### src/rtl/cfgupd_pkg.sv
package cfgupd_pkg;
    localparam int BYTE_W = 8;

    localparam logic [1:0] CMD_STORE  = 2'd1;
    localparam logic [1:0] CMD_RELOAD = 2'd2;

    localparam logic [7:0] OPC_ERASE  = 8'hE5;
    localparam logic [7:0] OPC_PROG   = 8'h5A;
    localparam logic [7:0] OPC_READ   = 8'hA5;
    localparam logic [7:0] OPC_RELOAD = 8'hC3;

    typedef enum logic [3:0] {
        ST_IDLE       = 4'd0,
        ST_ERASE      = 4'd1,
        ST_PROG_OP    = 4'd2,
        ST_PROG_ADR   = 4'd3,
        ST_PROG_FETCH = 4'd4,
        ST_PROG_DATA  = 4'd5,
        ST_READ_OP    = 4'd6,
        ST_READ_ADR   = 4'd7,
        ST_READ_REQ   = 4'd8,
        ST_READ_WAIT  = 4'd9,
        ST_RELOAD     = 4'd10
    } state_t;
endpackage

### src/rtl/cfgupd_sram_mux.sv
module cfgupd_sram_mux
    import cfgupd_pkg::*;
#(
    parameter int SRAM_AW = 10
) (
    input  logic               ctl_own,
    input  logic [SRAM_AW-1:0] h_addr,
    input  logic [BYTE_W-1:0]  h_wdata,
    input  logic               h_we,
    output logic [BYTE_W-1:0]  h_rdata,
    input  logic [SRAM_AW-1:0] ctl_addr,
    input  logic [BYTE_W-1:0]  ctl_wdata,
    input  logic               ctl_we,
    output logic [BYTE_W-1:0]  ctl_rdata,
    output logic [SRAM_AW-1:0] sram_addr,
    output logic [BYTE_W-1:0]  sram_wdata,
    output logic               sram_we,
    input  logic [BYTE_W-1:0]  sram_rdata
);
    // the side that does not own the port is cut off completely
    always_comb begin
        if (ctl_own) begin
            sram_addr  = ctl_addr;
            sram_wdata = ctl_wdata;
            sram_we    = ctl_we;
        end else begin
            sram_addr  = h_addr;
            sram_wdata = h_wdata;
            sram_we    = h_we;
        end
    end

    assign h_rdata   = sram_rdata;
    assign ctl_rdata = sram_rdata;
endmodule

### src/rtl/cfgupd_fsm.sv
module cfgupd_fsm
    import cfgupd_pkg::*;
#(
    parameter int SRAM_AW = 10,
    parameter int LEN_W   = 10,
    parameter int MEM_AW  = 16,
    parameter int TGT_W   = 2
) (
    input  logic               clk,
    input  logic               rst_n,
    input  logic               cmd_valid,
    input  logic [1:0]         cmd_code,
    input  logic [SRAM_AW-1:0] cfg_base,
    input  logic [LEN_W-1:0]   cfg_len,
    input  logic [MEM_AW-1:0]  seg_off,
    input  logic [TGT_W-1:0]   tgt_sel,
    output logic               busy,
    output logic               done,
    output logic               err,
    output logic [3:0]         phase,
    output logic               mem_req,
    output logic               mem_op,
    output logic [BYTE_W-1:0]  mem_byte,
    output logic [TGT_W-1:0]   mem_tgt,
    input  logic               mem_busy,
    input  logic               mem_rd_valid,
    input  logic [BYTE_W-1:0]  mem_rd_byte,
    output logic               ctl_own,
    output logic [SRAM_AW-1:0] ctl_addr,
    output logic               ctl_we,
    output logic [BYTE_W-1:0]  ctl_wdata,
    input  logic [BYTE_W-1:0]  ctl_rdata
);
    localparam int ADDR_BYTES = MEM_AW / BYTE_W;
    localparam int AB_W       = (ADDR_BYTES > 1) ? $clog2(ADDR_BYTES) : 1;

    state_t             state, state_n;
    logic [LEN_W-1:0]   idx, idx_n;
    logic [AB_W-1:0]    ab, ab_n;
    logic               done_n, err_n, load;
    logic [SRAM_AW-1:0] base_q;
    logic [LEN_W-1:0]   len_q;
    logic [MEM_AW-1:0]  off_q;
    logic [TGT_W-1:0]   tgt_q;
    logic               accept, last_ab, last_idx;
    logic [MEM_AW-1:0]  off_shift;
    logic [BYTE_W-1:0]  addr_byte;

    assign accept   = mem_req && !mem_busy;
    assign last_ab  = (ab == AB_W'(ADDR_BYTES - 1));
    assign last_idx = (idx == len_q - LEN_W'(1));

    // address bytes leave most significant first
    always_comb begin
        off_shift = off_q >> (BYTE_W * (ADDR_BYTES - 1 - int'(ab)));
        addr_byte = off_shift[BYTE_W-1:0];
    end

    // next-state and counter logic
    always_comb begin
        state_n = state;
        idx_n   = idx;
        ab_n    = ab;
        done_n  = done;
        err_n   = err;
        load    = 1'b0;
        unique case (state)
            ST_IDLE: begin
                if (cmd_valid) begin
                    if (cmd_code == CMD_STORE && cfg_len != '0) begin
                        load    = 1'b1;
                        done_n  = 1'b0;
                        idx_n   = '0;
                        ab_n    = '0;
                        state_n = (seg_off == '0) ? ST_ERASE : ST_PROG_OP;
                    end else if (cmd_code == CMD_RELOAD && done) begin
                        load    = 1'b1;
                        done_n  = 1'b0;
                        state_n = ST_RELOAD;
                    end else begin
                        err_n = 1'b1;
                    end
                end
            end
            ST_ERASE:      if (accept) state_n = ST_PROG_OP;
            ST_PROG_OP: begin
                if (accept) begin
                    ab_n    = '0;
                    state_n = ST_PROG_ADR;
                end
            end
            ST_PROG_ADR: begin
                if (accept) begin
                    ab_n    = ab + AB_W'(1);
                    if (last_ab) state_n = ST_PROG_FETCH;
                end
            end
            ST_PROG_FETCH: state_n = ST_PROG_DATA;
            ST_PROG_DATA: begin
                if (accept) begin
                    if (last_idx) begin
                        idx_n   = '0;
                        state_n = ST_READ_OP;
                    end else begin
                        idx_n   = idx + LEN_W'(1);
                        state_n = ST_PROG_FETCH;
                    end
                end
            end
            ST_READ_OP: begin
                if (accept) begin
                    ab_n    = '0;
                    state_n = ST_READ_ADR;
                end
            end
            ST_READ_ADR: begin
                if (accept) begin
                    ab_n    = ab + AB_W'(1);
                    if (last_ab) state_n = ST_READ_REQ;
                end
            end
            ST_READ_REQ:   if (accept) state_n = ST_READ_WAIT;
            ST_READ_WAIT: begin
                if (mem_rd_valid) begin
                    if (last_idx) begin
                        done_n  = 1'b1;
                        state_n = ST_IDLE;
                    end else begin
                        idx_n   = idx + LEN_W'(1);
                        state_n = ST_READ_REQ;
                    end
                end
            end
            ST_RELOAD:     if (accept) state_n = ST_IDLE;
            default:       state_n = ST_IDLE;
        endcase
        if (state != ST_IDLE && cmd_valid) err_n = 1'b1;
    end

    // state register
    always_ff @(posedge clk or negedge rst_n) begin
        if (!rst_n) begin
            state  <= ST_IDLE;
            idx    <= '0;
            ab     <= '0;
            done   <= 1'b0;
            err    <= 1'b0;
            base_q <= '0;
            len_q  <= '0;
            off_q  <= '0;
            tgt_q  <= '0;
        end else begin
            state <= state_n;
            idx   <= idx_n;
            ab    <= ab_n;
            done  <= done_n;
            err   <= err_n;
            if (load) begin
                base_q <= cfg_base;
                len_q  <= cfg_len;
                off_q  <= seg_off;
                tgt_q  <= tgt_sel;
            end
        end
    end

    // outputs
    always_comb begin
        mem_req  = 1'b0;
        mem_op   = 1'b0;
        mem_byte = '0;
        ctl_we   = 1'b0;
        unique case (state)
            ST_ERASE:     begin mem_req = 1'b1; mem_op = 1'b1; mem_byte = OPC_ERASE;  end
            ST_PROG_OP:   begin mem_req = 1'b1; mem_op = 1'b1; mem_byte = OPC_PROG;   end
            ST_READ_OP:   begin mem_req = 1'b1; mem_op = 1'b1; mem_byte = OPC_READ;   end
            ST_RELOAD:    begin mem_req = 1'b1; mem_op = 1'b1; mem_byte = OPC_RELOAD; end
            ST_PROG_ADR,
            ST_READ_ADR:  begin mem_req = 1'b1; mem_byte = addr_byte; end
            ST_PROG_DATA: begin mem_req = 1'b1; mem_byte = ctl_rdata; end
            ST_READ_REQ:  mem_req = 1'b1;
            ST_READ_WAIT: ctl_we  = mem_rd_valid;
            default: ;
        endcase
    end

    assign busy      = (state != ST_IDLE);
    assign ctl_own   = busy && (state != ST_RELOAD);
    assign ctl_addr  = base_q + SRAM_AW'(idx);
    assign ctl_wdata = mem_rd_byte;
    assign phase     = state;
    assign mem_tgt   = tgt_q;
endmodule

### src/rtl/cfg_image_updater.sv
module cfg_image_updater
    import cfgupd_pkg::*;
#(
    parameter int SRAM_AW = 10,
    parameter int LEN_W   = 10,
    parameter int MEM_AW  = 16,
    parameter int TGT_W   = 2
) (
    input  logic               clk,
    input  logic               rst_n,
    input  logic               cmd_valid,
    input  logic [1:0]         cmd_code,
    input  logic [SRAM_AW-1:0] cfg_base,
    input  logic [LEN_W-1:0]   cfg_len,
    input  logic [MEM_AW-1:0]  seg_off,
    input  logic [TGT_W-1:0]   tgt_sel,
    output logic               busy,
    output logic               done,
    output logic               err,
    output logic [3:0]         phase,
    input  logic [SRAM_AW-1:0] h_addr,
    input  logic [7:0]         h_wdata,
    input  logic               h_we,
    output logic [7:0]         h_rdata,
    output logic [SRAM_AW-1:0] sram_addr,
    output logic [7:0]         sram_wdata,
    output logic               sram_we,
    input  logic [7:0]         sram_rdata,
    output logic               mem_req,
    output logic               mem_op,
    output logic [7:0]         mem_byte,
    output logic [TGT_W-1:0]   mem_tgt,
    input  logic               mem_busy,
    input  logic               mem_rd_valid,
    input  logic [7:0]         mem_rd_byte
);
    logic               ctl_own, ctl_we;
    logic [SRAM_AW-1:0] ctl_addr;
    logic [BYTE_W-1:0]  ctl_wdata, ctl_rdata;

    cfgupd_fsm #(
        .SRAM_AW(SRAM_AW), .LEN_W(LEN_W), .MEM_AW(MEM_AW), .TGT_W(TGT_W)
    ) u_fsm (
        .clk(clk), .rst_n(rst_n),
        .cmd_valid(cmd_valid), .cmd_code(cmd_code), .cfg_base(cfg_base),
        .cfg_len(cfg_len), .seg_off(seg_off), .tgt_sel(tgt_sel),
        .busy(busy), .done(done), .err(err), .phase(phase),
        .mem_req(mem_req), .mem_op(mem_op), .mem_byte(mem_byte), .mem_tgt(mem_tgt),
        .mem_busy(mem_busy), .mem_rd_valid(mem_rd_valid), .mem_rd_byte(mem_rd_byte),
        .ctl_own(ctl_own), .ctl_addr(ctl_addr), .ctl_we(ctl_we),
        .ctl_wdata(ctl_wdata), .ctl_rdata(ctl_rdata)
    );

    cfgupd_sram_mux #(.SRAM_AW(SRAM_AW)) u_mux (
        .ctl_own(ctl_own),
        .h_addr(h_addr), .h_wdata(h_wdata), .h_we(h_we), .h_rdata(h_rdata),
        .ctl_addr(ctl_addr), .ctl_wdata(ctl_wdata), .ctl_we(ctl_we), .ctl_rdata(ctl_rdata),
        .sram_addr(sram_addr), .sram_wdata(sram_wdata), .sram_we(sram_we),
        .sram_rdata(sram_rdata)
    );
endmodule

### config.mk
export PLATFORM = sky130hd
export DESIGN_NAME = cfg_image_updater
export DESIGN_NICKNAME = d
export VERILOG_FILES = /design/src/rtl/cfgupd_pkg.sv /design/src/rtl/cfgupd_sram_mux.sv /design/src/rtl/cfgupd_fsm.sv /design/src/rtl/cfg_image_updater.sv
export SDC_FILE = /design/constraint.sdc
export NUM_CORES = 1
export LEC_CHECK = 0
export CAP_MARGIN = 20
export CORE_MARGIN = 2
export CORE_UTILIZATION = 30
export CTS_CLUSTER_DIAMETER = 80
export DETAILED_ROUTE_END_ITERATION = 16
export PLACE_DENSITY = 0.67
export SETUP_SLACK_MARGIN = 0.3
export SYNTH_ARGS = -nofsm -noshare
export SYNTH_HDL_FRONTEND = slang
export SYNTH_HIERARCHICAL = 1
export SYNTH_SLANG_ARGS = --single-unit
### constraint.sdc
create_clock -name clk -period 7 [get_ports clk]
set_input_delay 1.4 -clock clk [delete_from_list [all_inputs] [get_ports clk]]
set_output_delay 1.4 -clock clk [all_outputs]
set_load 0.1 [all_outputs]
After elaboration in Yosys (flattened, before gate mapping)
Cells that the tools add are included.

storage, ports and cells
  flip-flop bits (word level) = 55
  latch bits = 0
  memory bits (writable) = 0
  bits in read-only memories = 0
  bits of input ports = 80
  output and inout bits = 46
  word-level logic and storage cells = 125
  memories = 0

cells by class
  $add $sub $neg = 5
  $mul = 0
  div/mod/pow operators = 0
  order comparisons = 0
  eq/ne operators = 34
  shift-type cells = 1
  mux-type cells = 52
  bitwise gates (word level) = 0
  reduce and logical (&&, ||, !) cells = 24

operator list
  operator                                                count
  2-to-1 mux 10 bit                                       7
  2-to-1 mux 4 bit                                        15
  one-hot mux 8 bit (6 select lines)                      1
  one-hot mux 4 bit (11 select lines)                     1
  right shift 16 x 32 -> 8 bit                            1
  one-hot mux 10 bit (3 select lines)                     1
  inequality test 2 x 1 -> 1 bit (second input constant)  14
  2-to-1 mux 1 bit                                        22
  equality test 4 x 3 -> 1 bit (second input constant)    4
  logical NOT 16 bit                                      1
  AND reduction 13 bit                                    1
  equality test 4 bit (second input constant)             3
  adder 10 x 1 -> 10 bit (second input constant)          1
  adder 10 bit                                            1
  equality test 10 bit                                    1
  inequality test 2 bit (second input constant)           5
  AND reduction 5 bit                                     2
  nonzero test 10 bit                                     1
  subtractor 10 x 1 -> 10 bit (second input constant)     1
  equality test 4 x 2 -> 1 bit (second input constant)    2
  2-to-1 mux 8 bit                                        1
  OR reduction 8 bit                                      1
  AND reduction 6 bit                                     1
  nonzero test 2 bit                                      3
  other kinds (18)                                        25

Longest topological paths before layout
Gate-level depths: netlist of run 1.

  depth after elaboration = 7
  mapped depth = 12
  gate-level depth less buffers = 12

Cells and area by module
The synthesis of run 1 kept the hierarchy.

by module, submodules not included
  module           times used  cells each  area each (um^2)
  cfgupd_fsm       1           379         3692.3
  cfgupd_sram_mux  1           37          402.9

Worst setup path before layout of run 1
No wires, ideal clock.

  path kind = reg-to-output
  from = reg u_fsm.state[1] (netlist: u_fsm/phase[1])
  to = out mem_byte[2]
  arrival time = 4617 ps
  setup slack = 983 ps
  stages on the path, launching flop included = 6
  cell sequence = dfrtp_1 -> clkbuf_1 -> clkbuf_1 -> nand2b_1 -> nor2_1 -> nor4_1

between the ends
  word-level cells in the longest chain between the ends = 3
  elaborated cells between the ends (all ways) = 9

ends and longest elaborated chain
  what                                                                                 line                     source
  start: declaration                                                                   cfgupd_fsm.sv:37         state_t state, state_n;
  start signal: assignment                                                             cfgupd_fsm.sv:153        state <= state_n;
  equality test 4 x 2 -> 1 bit / equality test 4 x 3 -> 1 bit (equally long branches)  cfgupd_fsm.sv:173        unique case (state)
  OR reduction 2 bit (no line)                                                         n/a
  one-hot mux 8 bit (6 select lines) *                                                 cfgupd_fsm.sv:173
  end: declaration                                                                     cfg_image_updater.sv:31  output logic [7:0] mem_byte,

Every way passes the cells marked *; elsewhere a longest branch is shown, timed or not.

Worst setup path after layout of run 1
  from = reg u_fsm.idx[1]
  to = out sram_addr[9]

between the ends
  word-level cells in the longest chain between the ends = 2

ends and longest elaborated chain
  what                      line                     source
  start: declaration        cfgupd_fsm.sv:38         logic [LEN_W-1:0] idx, idx_n;
  start signal: assignment  cfgupd_fsm.sv:154        idx <= idx_n;
  adder 10 bit              cfgupd_fsm.sv:189        assign ctl_addr = base_q + SRAM_AW'(idx);
  via ctl_addr[9]           cfg_image_updater.sv:38  logic [SRAM_AW-1:0] ctl_addr;
  2-to-1 mux 10 bit         cfgupd_sram_mux.sv:22    if (ctl_own) begin
  end: declaration          cfg_image_updater.sv:25  output logic [SRAM_AW-1:0] sram_addr,

The timed path passes the listed nets, and every way through them passes these cells.

==> impl_metrics.yaml, run 1 <==
synthesis:
  synth-edff-count: 0
  postSynth.asyncResetShare_pct: 100
  synth.largest_area_cell: "sky130_fd_sc_hd__dfrtp_1"
  synth.net_count: 508
  yosysWarnings: 6
  syn_avg_cell_area_sq_um: 9.84
  synth_seq_cells: 55
  yosysTopAreaCellShare_pct: 33.6
  synth.top_cells.by_area: "sky130_fd_sc_hd__dfrtp_1, sky130_fd_sc_hd__mux2_2, sky130_fd_sc_hd__buf_4"
  synth.distinct_cells: 63
  post_synth_instance_area_sq_um: 4100
  part_of_the_yosys_area_used_for_sequential_elements_pct: 33.6
  postSynth.topFlopCell: "sky130_fd_sc_hd__dfrtp_1"
  syn-instance-count: 416
worst_setup_path:
  r2r.worst_path.cells: 7
  crit_required_ps: 5600
  timing.critical_path.fanout_max: 8
  crit_path_end: "sram_addr[9]"
  critical_path_cell_sequence: "ha_1 -> a21o_1 -> a21oi_1 -> o21ai_0 -> a21oi_1 -> o21ai_0 -> a21o_1 -> a21oi_1 -> xnor2_1 -> mux2_2 -> clkdlybuf4s50_1"
  setup_slack_reg_to_reg_ps: 4150
  cp_common_cell: "sky130_fd_sc_hd__a21oi_1"
  critPathMaxStageDelay_ps: 1120
  startpoint: "u_fsm/idx[1]$_DFFE_PN0P_"
  critical_path_cell_count: 11
  rr_startpoint: "u_fsm/phase[3]$_DFFE_PN0P_"
  setup.worst_path.end_class: "output port"
  critPathLaunchType: "flip-flop"
  worst_ep_arrival_time_ps: 3820
  cell_type_group_with_the_largest_total_delay_on_the_critical_path: "compound AO/OA/AOI/OAI gates"
  worst-setup-path-type: "reg2out"
  critPathSlowestCell: "sky130_fd_sc_hd__clkdlybuf4s50_1"
  timing.rr.end: "u_fsm/idx[7]$_DFFE_PN0P_"
  worst-path-buf-inv: 1
final_layout:
  layout_overhead_on_the_synthesized_area_pct: 33.5
  final_layout_size_suffix_gt1_share_pct: 17.3
  fillCellCount: 1268
  insertedDiodeCount: 0
  layout.cells.most_common_list: "sky130_fd_sc_hd__clkdlybuf4s50_1, sky130_fd_sc_hd__dfrtp_1, sky130_fd_sc_hd__mux2_2, sky130_fd_sc_hd__nor2_1, sky130_fd_sc_hd__nand2_1"
  nNetsFinal: 599
  layout_commonest_cell: "sky130_fd_sc_hd__clkdlybuf4s50_1"
global_routing:
  grt_antenna_before_repair: 0
  grt_pass1_wl_mm: 16.4
  largest_net_degree_at_the_start_of_global_routing: 56
  via_count_of_the_first_global_routing_pass: 3298
  gr-total-overflow: 0
  grt.total_usage_pct: 13.7
timing:
  achievable-frequency_mhz: 192
  fin_crit_ps: 5220
  grt_setup_unrepaired: "false"
  setup-violations-final: 0
  worst_clock_skew_ps: 4.80
  timing.hold.ws_ps: 480
  layout_worst_path_cycle_share_pct: 74.6
  drv_slew: 0
  setup_total_negative_slack_ps: 0
  slew_headroom_pct: 30.6
  worstMarginPinSlew_ps: 1040
  hold_vio_cnt_final: 0
cts:
  clock_sinks: 55
  clk_lat_worst_skew_ps: 290
  max-clock-path-buffers: 2
  postCtsHoldBufs: 0
  cts_setup_buffers: 0
  worst_setup_hold_path_clk_slew_ps: 70
  cts_root_buffer: "sky130_fd_sc_hd__clkbuf_16"
  post_cts_resize_count: 0
  tritoncts_clock_tree: "done"
  max_h_tree_level: 2
  cts_buffers: 5
routing:
  detailroute.via_count: 3395
  detail_route.drc_violations: 0
  dr.pass1.iters: 4
  routed_wl_mm: 10.2
  ant_nets: 0
  avgRoutedWirePerCell_microns: 14.9
  avgViaCountPerCell: 4.96
  drtIter0Drc: 158
die:
  design.core.area_sq_um: 13300
  ios: 126
  floorplan.initialDensity_pct: 30.8
  die_height_microns: 121
  die_width_microns: 121
  floorplan.rows: 42
  die-area_sq_um: 14600
placement:
  dp_hpwl_mm: 7.80
  buffer_ports.inserted: 125
  gp_congestion: 0.810
run_status:
  run_status: "complete, no violations"
hold_path:
  min-delay-path-class: "reg2reg"
run:
  cap_viol_max_count: 0
## metrics by stage
stage | instance area [sq um] | setup slack, ps | std cells | util [%]
floorplan | 4100 | 983 | 416 | -
finish | 5470 | 1780 | 684 | 41.1
CTS | 5430 | 1760 | 682 | 40.8
detailed placement | 5290 | 2000 | 674 | 39.8
global route | 5470 | 1540 | 684 | 41.1
global placement | 5290 | 2040 | 674 | 39.8
## logic make-up (layout without fill, tap and decap cells)
group | after synthesis | after routing | synth area share [%]
AOI/OAI and AO/OA | 70 | 70 | 11.4
xor gates and xnor gates | 25 | 25 | 5.35
adders and majority gates | 12 | 12 | 3.85
buffers and inverters | 60 | 152 | 8.62
DFF | 55 | 55 | 33.6
muxes | 67 | 67 | 19.2
and+or+nand+nor | 127 | 127 | 18.0
## cell type report
cell class	count	area (sq um)	share of cell area (%)
Inverter	16	60.1	1.10
Tap cell	176	220	4.03
Sequential cell	55	1380	25.2
Clock buffer	6	129	2.36
Multi-Input combinational cell	301	2370	43.5
Timing Repair Buffer	128	1290	23.6
Clock inverter	2	16.3	0.298
## Yosys cell counts (3+ instances only)
cell,instances
sky130_fd_sc_hd__a21o_1,4
sky130_fd_sc_hd__a21oi_1,13
sky130_fd_sc_hd__a22o_1,5
sky130_fd_sc_hd__buf_1,3
sky130_fd_sc_hd__buf_2,5
sky130_fd_sc_hd__buf_4,24
sky130_fd_sc_hd__clkbuf_1,9
sky130_fd_sc_hd__dfrtp_1,55
sky130_fd_sc_hd__ha_1,11
sky130_fd_sc_hd__inv_1,16
sky130_fd_sc_hd__mux2_2,54
sky130_fd_sc_hd__mux2_4,10
sky130_fd_sc_hd__mux2i_1,3
sky130_fd_sc_hd__nand2_1,19
sky130_fd_sc_hd__nand2b_1,11
sky130_fd_sc_hd__nand3_1,7
sky130_fd_sc_hd__nand3b_1,3
sky130_fd_sc_hd__nand4_1,5
sky130_fd_sc_hd__nor2_1,32
sky130_fd_sc_hd__nor2b_1,8
sky130_fd_sc_hd__nor3_1,7
sky130_fd_sc_hd__nor3b_1,3
sky130_fd_sc_hd__nor4_1,12
sky130_fd_sc_hd__o21a_1,4
sky130_fd_sc_hd__o21ai_0,18
sky130_fd_sc_hd__o21ai_1,3
sky130_fd_sc_hd__o22ai_1,3
sky130_fd_sc_hd__xnor2_1,13
sky130_fd_sc_hd__xor2_1,12
## state kept, by name (all words and copies together) (netlist names)
name and count:
u_fsm/base_q 10, u_fsm/off_q 16, u_fsm/len_q 10, u_fsm/err 1, u_fsm/idx 10, u_fsm/ab 1
u_fsm/phase 4, u_fsm/done 1, u_fsm/mem_tgt 2
## layer usage
layer	track usage, %	wire (microns)	vias up
met2	22.2	4650	115
met5	0	0	-
li1	-	-	1649
met1	19.0	4870	1625
met3	2.45	604	6
met4	3.05	73	0
## how the worst min path moves through the flow
| stage | start | to | slack (ps) | depth (start not counted) |
|---|---|---|---|---|
| after global routing | u_fsm/err$_DFFE_PN0P_ | u_fsm/err$_DFFE_PN0P_ | 500 | 1 |
| final | u_fsm/err$_DFFE_PN0P_ | u_fsm/err$_DFFE_PN0P_ | 480 | 1 |
| after CTS | u_fsm/err$_DFFE_PN0P_ | u_fsm/err$_DFFE_PN0P_ | 480 | 1 |
| after detailed placement | u_fsm/err$_DFFE_PN0P_ | u_fsm/err$_DFFE_PN0P_ | 450 | 1 |
| after global placement | u_fsm/err$_DFFE_PN0P_ | u_fsm/err$_DFFE_PN0P_ | 450 | 1 |
| after floorplan | u_fsm/off_q[10]$_DFFE_PN0P_ | u_fsm/off_q[10]$_DFFE_PN0P_ | 470 | 1 |
Power of run 1 is not shown: default switching activity piles up to over one toggle a cycle in this logic, so the estimate is an artifact.
==> inputs of run 2 (changes only) <==
--- a/config.mk
+++ b/config.mk
@@ -10,7 +10,7 @@
 export CORE_UTILIZATION = 30
 export CTS_CLUSTER_DIAMETER = 80
 export DETAILED_ROUTE_END_ITERATION = 16
-export PLACE_DENSITY = 0.67
+export PLACE_DENSITY = 0.7
 export SETUP_SLACK_MARGIN = 0.3
 export SYNTH_ARGS = -nofsm -noshare
 export SYNTH_HDL_FRONTEND = slang
==> constraint.sdc (replaced) <==
create_clock -name clk -period 4.6 [get_ports clk]
set_input_delay 0.92 -clock clk [delete_from_list [all_inputs] [get_ports clk]]
set_output_delay 0.92 -clock clk [all_outputs]
set_load 0.1 [all_outputs]
==> run 2 against run 1 <==
Effect of this change:
- clock-buffer cell count shrank 1
- global-route usage up 0.34 points
- utilization shrank 0.29 points
- first-iteration DRC count is 7.0% lower
- sequential share of layout area is 0.18 points higher
- via count grew 0.82%
- die area is the same
- worst hold slack worse by 17 ps
- non-clock buffer count increased by 3
==> impl_metrics.yaml, run 2 (synthesis gave the netlist of run 1 again) <==
die:
  die_width_microns: 121
  ios: 126
  die_height_microns: 121
  die-area_sq_um: 14600
  floorplan.initialDensity_pct: 30.8
  floorplan.rows: 42
  design.core.area_sq_um: 13300
worst_setup_path:
  setup.worst_path.end_class: "output port"
  setup_slack_reg_to_reg_ps: 1780
  worst-setup-path-type: "reg2out"
  worst_ep_arrival_time_ps: 2930
  timing.critical_path.fanout_max: 7
  critPathLaunchType: "flip-flop"
  startpoint: "u_fsm/idx[0]$_DFFE_PN0P_"
  rr_startpoint: "u_fsm/phase[0]$_DFFE_PN0P_"
  crit_required_ps: 3680
cts:
  postCtsHoldBufs: 0
  cts_buffers: 5
  clock_sinks: 55
  post_cts_resize_count: 0
  max_h_tree_level: 2
  tritoncts_clock_tree: "done"
  cts_setup_buffers: 0
  cts_root_buffer: "sky130_fd_sc_hd__clkbuf_16"
  worst_setup_hold_path_clk_slew_ps: 70
  max-clock-path-buffers: 2
  clk_lat_worst_skew_ps: 290
global_routing:
  grt.total_usage_pct: 14.1
  gr-total-overflow: 0
  use_met2_pct: 23.0
  grt_pass1_wl_mm: 16.7
  largest_net_degree_at_the_start_of_global_routing: 56
  grt_antenna_before_repair: 0
  met1_usage_pct: 18.3
  grt_util_met3_pct: 3.35
  via_count_of_the_first_global_routing_pass: 3432
  busiest_layer: "met2"
timing:
  slew_headroom_pct: 32.3
  achievable-frequency_mhz: 260
  setup_total_negative_slack_ps: 0
  layout_worst_path_cycle_share_pct: 83.7
  drv_slew: 0
  grt_setup_unrepaired: "false"
  setup-violations-final: 0
  worst_clock_skew_ps: 3.35
  fin_crit_ps: 3850
  hold_vio_cnt_final: 0
  setup_ws_ps: 749
  worstMarginPinSlew_ps: 1010
final_layout:
  nNetsFinal: 602
  layout.cell_area.non_filler_sq_um: 5430
  largest_register_ffs: 16
  layout_commonest_cell: "sky130_fd_sc_hd__clkdlybuf4s50_1"
  max_flop_register: "u_fsm/off_q"
  insertedDiodeCount: 0
  layout.cells.most_common_list: "sky130_fd_sc_hd__clkdlybuf4s50_1, sky130_fd_sc_hd__dfrtp_1, sky130_fd_sc_hd__mux2_2, sky130_fd_sc_hd__buf_4, sky130_fd_sc_hd__nor2_1"
  final_layout_size_suffix_gt1_share_pct: 25.8
  layout_overhead_on_the_synthesized_area_pct: 32.5
  postLayoutCoreUtil_pct: 40.8
routing:
  dr.pass1.iters: 4
  drtIter0Drc: 147
  avgViaCountPerCell: 4.98
  routed_wl_mm: 10.3
  detail_route.drc_violations: 0
  ant_nets: 0
  avgRoutedWirePerCell_microns: 15.1
  detailroute.via_count: 3423
placement:
  gp_congestion: 0.859
  dpl_ws_ps: 1060
  dp_hpwl_mm: 8.07
  buffer_ports.inserted: 125
  placedInstanceArea_sq_um: 5280
run_status:
  run_status: "complete, no violations"
hold_path:
  min-delay-path-class: "reg2reg"
  hold_path_startpoint: "u_fsm/err$_DFFE_PN0P_"
run:
  cap_viol_max_count: 0
[run 2: cell count changes in the layout (fill, tap and decap cells not counted), moves of 2 or more]
cell,change
sky130_fd_sc_hd__nor4_1,-2
sky130_fd_sc_hd__buf_4,+40
sky130_fd_sc_hd__clkdlybuf4s50_1,-36
sky130_fd_sc_hd__o21ai_1,+3
sky130_fd_sc_hd__o22ai_2,+2
sky130_fd_sc_hd__o21ai_0,-3
sky130_fd_sc_hd__o22ai_1,-2
[run 2: per-stage QoR]
step | hold slack (ps) | std cells
2_1_floorplan | 471 | 416
3_3_place_gp | 443 | 679
3_5_place_dp | 444 | 679
4_1_cts | 461 | 687
5_1_grt | 511 | 687
6_report | 463 | 687
[run 2: cell type report]
cell class | count | area, sq um
Multi-Input combinational cell | 301 | 2410
Inverter | 16 | 60.1
Clock buffer | 5 | 125
Timing Repair Buffer | 131 | 1210
Sequential cell | 55 | 1380
Tap cell | 176 | 220
Fill cell | 1289 | 7870
Clock inverter | 3 | 22.5
[run 2: routing by layer]
layer  vias up  wire, microns
li1       1667              -
met1      1634           4480
met2       113           4930
met3         9            814
met4         0            126
met5         -              0
[run 2: worst max-delay path, stage by stage, from the launching register on]
cell and delay [ps]:
sky130_fd_sc_hd__dfrtp_1 490, sky130_fd_sc_hd__ha_1 210, sky130_fd_sc_hd__inv_1 50, sky130_fd_sc_hd__fa_1 390, sky130_fd_sc_hd__nor2b_1 120, sky130_fd_sc_hd__o21ai_0 100
sky130_fd_sc_hd__a21boi_0 250, sky130_fd_sc_hd__o21a_1 170, sky130_fd_sc_hd__o21ai_0 70, sky130_fd_sc_hd__nand2b_1 80, sky130_fd_sc_hd__a21oi_1 80, sky130_fd_sc_hd__xnor2_1 120
sky130_fd_sc_hd__mux2_4 250, sky130_fd_sc_hd__buf_4 230
[run 2: path summary, 6_finish.rpt]
kind	cells after the start	to
setup / recovery	13	sram_addr[8]
hold / removal	1	u_fsm/err$_DFFE_PN0P_
setup reg to reg	7	u_fsm/idx[7]$_DFFE_PN0P_
hold reg to reg	1	u_fsm/err$_DFFE_PN0P_
max in group asynchronous	2	u_fsm/off_q[8]$_DFFE_PN0P_
min in group asynchronous	2	u_fsm/len_q[4]$_DFFE_PN0P_
Power of run 2 is left out for the same reason.
==> inputs of run 3 (changes only) <==
==> constraint.sdc (replaced) <==
create_clock -name clk -period 3.4 [get_ports clk]
set_input_delay 0.68 -clock clk [delete_from_list [all_inputs] [get_ports clk]]
set_output_delay 0.68 -clock clk [all_outputs]
set_load 0.1 [all_outputs]
==> run 3 against run 2 <==
Effect of this change:
- worst hold slack better by 18 ps
- register-to-register slack got worse by 1200 ps
- setup slack got worse by 550 ps
- utilization up 3.9 points
- final cell count grew 2.3%
- sequential cell count unchanged
- clock skew up 3.2 ps
- global-route usage increased by 0.85 points
- first-iteration DRC count grew 18%
- wire length rose by 5.2%
- critical path type unchanged
==> impl_metrics.yaml, run 3 (synthesis gave the netlist of run 1 again) <==
run_status:
  run_status: "complete, no violations"
global_routing:
  largest_net_degree_at_the_start_of_global_routing: 41
  gr-total-overflow: 0
  via_count_of_the_first_global_routing_pass: 3496
  grt_pass1_wl_mm: 17.5
  grt.total_usage_pct: 14.9
  grt_antenna_before_repair: 0
die:
  floorplan.initialDensity_pct: 30.8
  die-area_sq_um: 14600
  design.core.area_sq_um: 13300
  ios: 126
  die_height_microns: 121
  die_width_microns: 121
  floorplan.rows: 42
timing:
  drv_slew: 0
  hold_vio_cnt_final: 0
  worst_clock_skew_ps: 6.59
  grt_setup_unrepaired: "true"
  worstMarginPinSlew_ps: 970
  setup-violations-final: 0
  fin_crit_ps: 3200
  achievable-frequency_mhz: 312
  setup_total_negative_slack_ps: 0
  slew_headroom_pct: 35.1
  layout_worst_path_cycle_share_pct: 94.1
  timing.hold.ws_ps: 481
placement:
  gp_congestion: 0.812
  dp_hpwl_mm: 8.30
  buffer_ports.inserted: 125
  placed_cells: 682
worst_setup_path:
  worst-setup-path-type: "reg2out"
  setup.worst_path.end_class: "output port"
  timing.critical_path.fanout_max: 2
  critPathLaunchType: "flip-flop"
  worst_ep_arrival_time_ps: 2520
  crit_required_ps: 2720
  rr_startpoint: "u_fsm/len_q[0]$_DFFE_PN0P_"
  startpoint: "u_fsm/idx[0]$_DFFE_PN0P_"
routing:
  detailroute.via_count: 3514
  drtIter0Drc: 174
  avgViaCountPerCell: 5.00
  avgRoutedWirePerCell_microns: 15.5
  routed_wl_mm: 10.9
  dr.pass1.iters: 4
  detail_route.drc_violations: 0
  ant_nets: 0
final_layout:
  largest_register_ffs: 16
  final_cell_count_no_fill: 703
  layout_commonest_cell: "sky130_fd_sc_hd__clkdlybuf4s50_1"
  layout_overhead_on_the_synthesized_area_pct: 45.1
  max_flop_register: "u_fsm/off_q"
  nNetsFinal: 619
  layout.cells.most_common_list: "sky130_fd_sc_hd__clkdlybuf4s50_1, sky130_fd_sc_hd__mux2_2, sky130_fd_sc_hd__dfrtp_1, sky130_fd_sc_hd__buf_4, sky130_fd_sc_hd__nor2_1"
  insertedDiodeCount: 0
  final_layout_size_suffix_gt1_share_pct: 34.3
cts:
  max_h_tree_level: 2
  postCtsHoldBufs: 0
  clk_lat_worst_skew_ps: 300
  cts_root_buffer: "sky130_fd_sc_hd__clkbuf_16"
  worst_setup_hold_path_clk_slew_ps: 70
  max-clock-path-buffers: 2
  tritoncts_clock_tree: "done"
  clock_sinks: 55
  cts_buffers: 5
run:
  cap_viol_max_count: 0
hold_path:
  min-delay-path-class: "reg2reg"
  hold_path_startpoint: "u_fsm/err$_DFFE_PN0P_"
run 3: changes by cell type in the layout (fill, tap and decap cells not counted), sizes merged:
cell / before / now
buf: 43 / 68
bufinv: 0 / 1
clkdlybuf4s50: 88 / 80
clkinv: 1 / 0
clkinvlp: 0 / 1
inv: 18 / 16
run 3: layer usage:
metal / track usage (%) / up-vias / part of all wire (%)
met5: 0 / - / 0
met4: 3.71 / 0 / 1.2
met3: 3.02 / 8 / 5.5
met2: 25.2 / 114 / 47
met1: 19.4 / 1695 / 46
li1: - / 1697 / -
run 3: worst max-delay path, cell delays in order (launching register included):
cell and delay [ps]:
sky130_fd_sc_hd__dfrtp_1 360, sky130_fd_sc_hd__ha_2 190, sky130_fd_sc_hd__inv_2 40, sky130_fd_sc_hd__fa_2 340
sky130_fd_sc_hd__nor2b_2 130, sky130_fd_sc_hd__o21ai_2 80, sky130_fd_sc_hd__a21boi_2 160, sky130_fd_sc_hd__o21a_1 150
sky130_fd_sc_hd__o21ai_1 60, sky130_fd_sc_hd__nand2b_1 100, sky130_fd_sc_hd__a21oi_2 60, sky130_fd_sc_hd__xnor2_1 120
sky130_fd_sc_hd__mux2_4 270, sky130_fd_sc_hd__buf_12 170
run 3: timing repair:
action	in CTS	in global routing
gates resized for setup	15	8
endpoints found under the setup margin	4	4
hold endpoints to repair	0	0
buffers inserted	13	1
pin swaps	14	10
run 3: final timing paths:
| kind | end | slack, ps | cells past startpoint |
|---|---|---|---|
| setup / recovery | sram_addr[8] | 200 | 13 |
| hold / removal | u_fsm/err$_DFFE_PN0P_ | 480 | 1 |
| setup reg to reg | u_fsm/phase[3]$_DFFE_PN0P_ | 620 | 10 |
| hold reg to reg | u_fsm/err$_DFFE_PN0P_ | 480 | 1 |
| max in group asynchronous | u_fsm/off_q[0]$_DFFE_PN0P_ | 2120 | 2 |
| min in group asynchronous | u_fsm/len_q[3]$_DFFE_PN0P_ | 520 | 1 |
run 3: metrics by stage:
stage	instance area, sq um	setup WS (ps)	util, %
finish	5940	200	44.7
global route	5940	62.2	44.7
CTS	5890	157	44.3
detailed placement	5600	277	42.2
global placement	5600	302	42.2
floorplan	4190	303	-
run 3: final cells by class:
| class | count | area (sq um) |
|---|---|---|
| flip-flops and latches | 55 | 1390 |
| well taps | 176 | 220 |
| fillers | 1218 | 7350 |
| inverters | 16 | 60.1 |
| clock buffers | 5 | 125 |
| clock inverters | 2 | 37.5 |
| repair buffers | 148 | 1600 |
| multi-input cells | 301 | 2520 |
Power of run 3 is left out for the same reason.
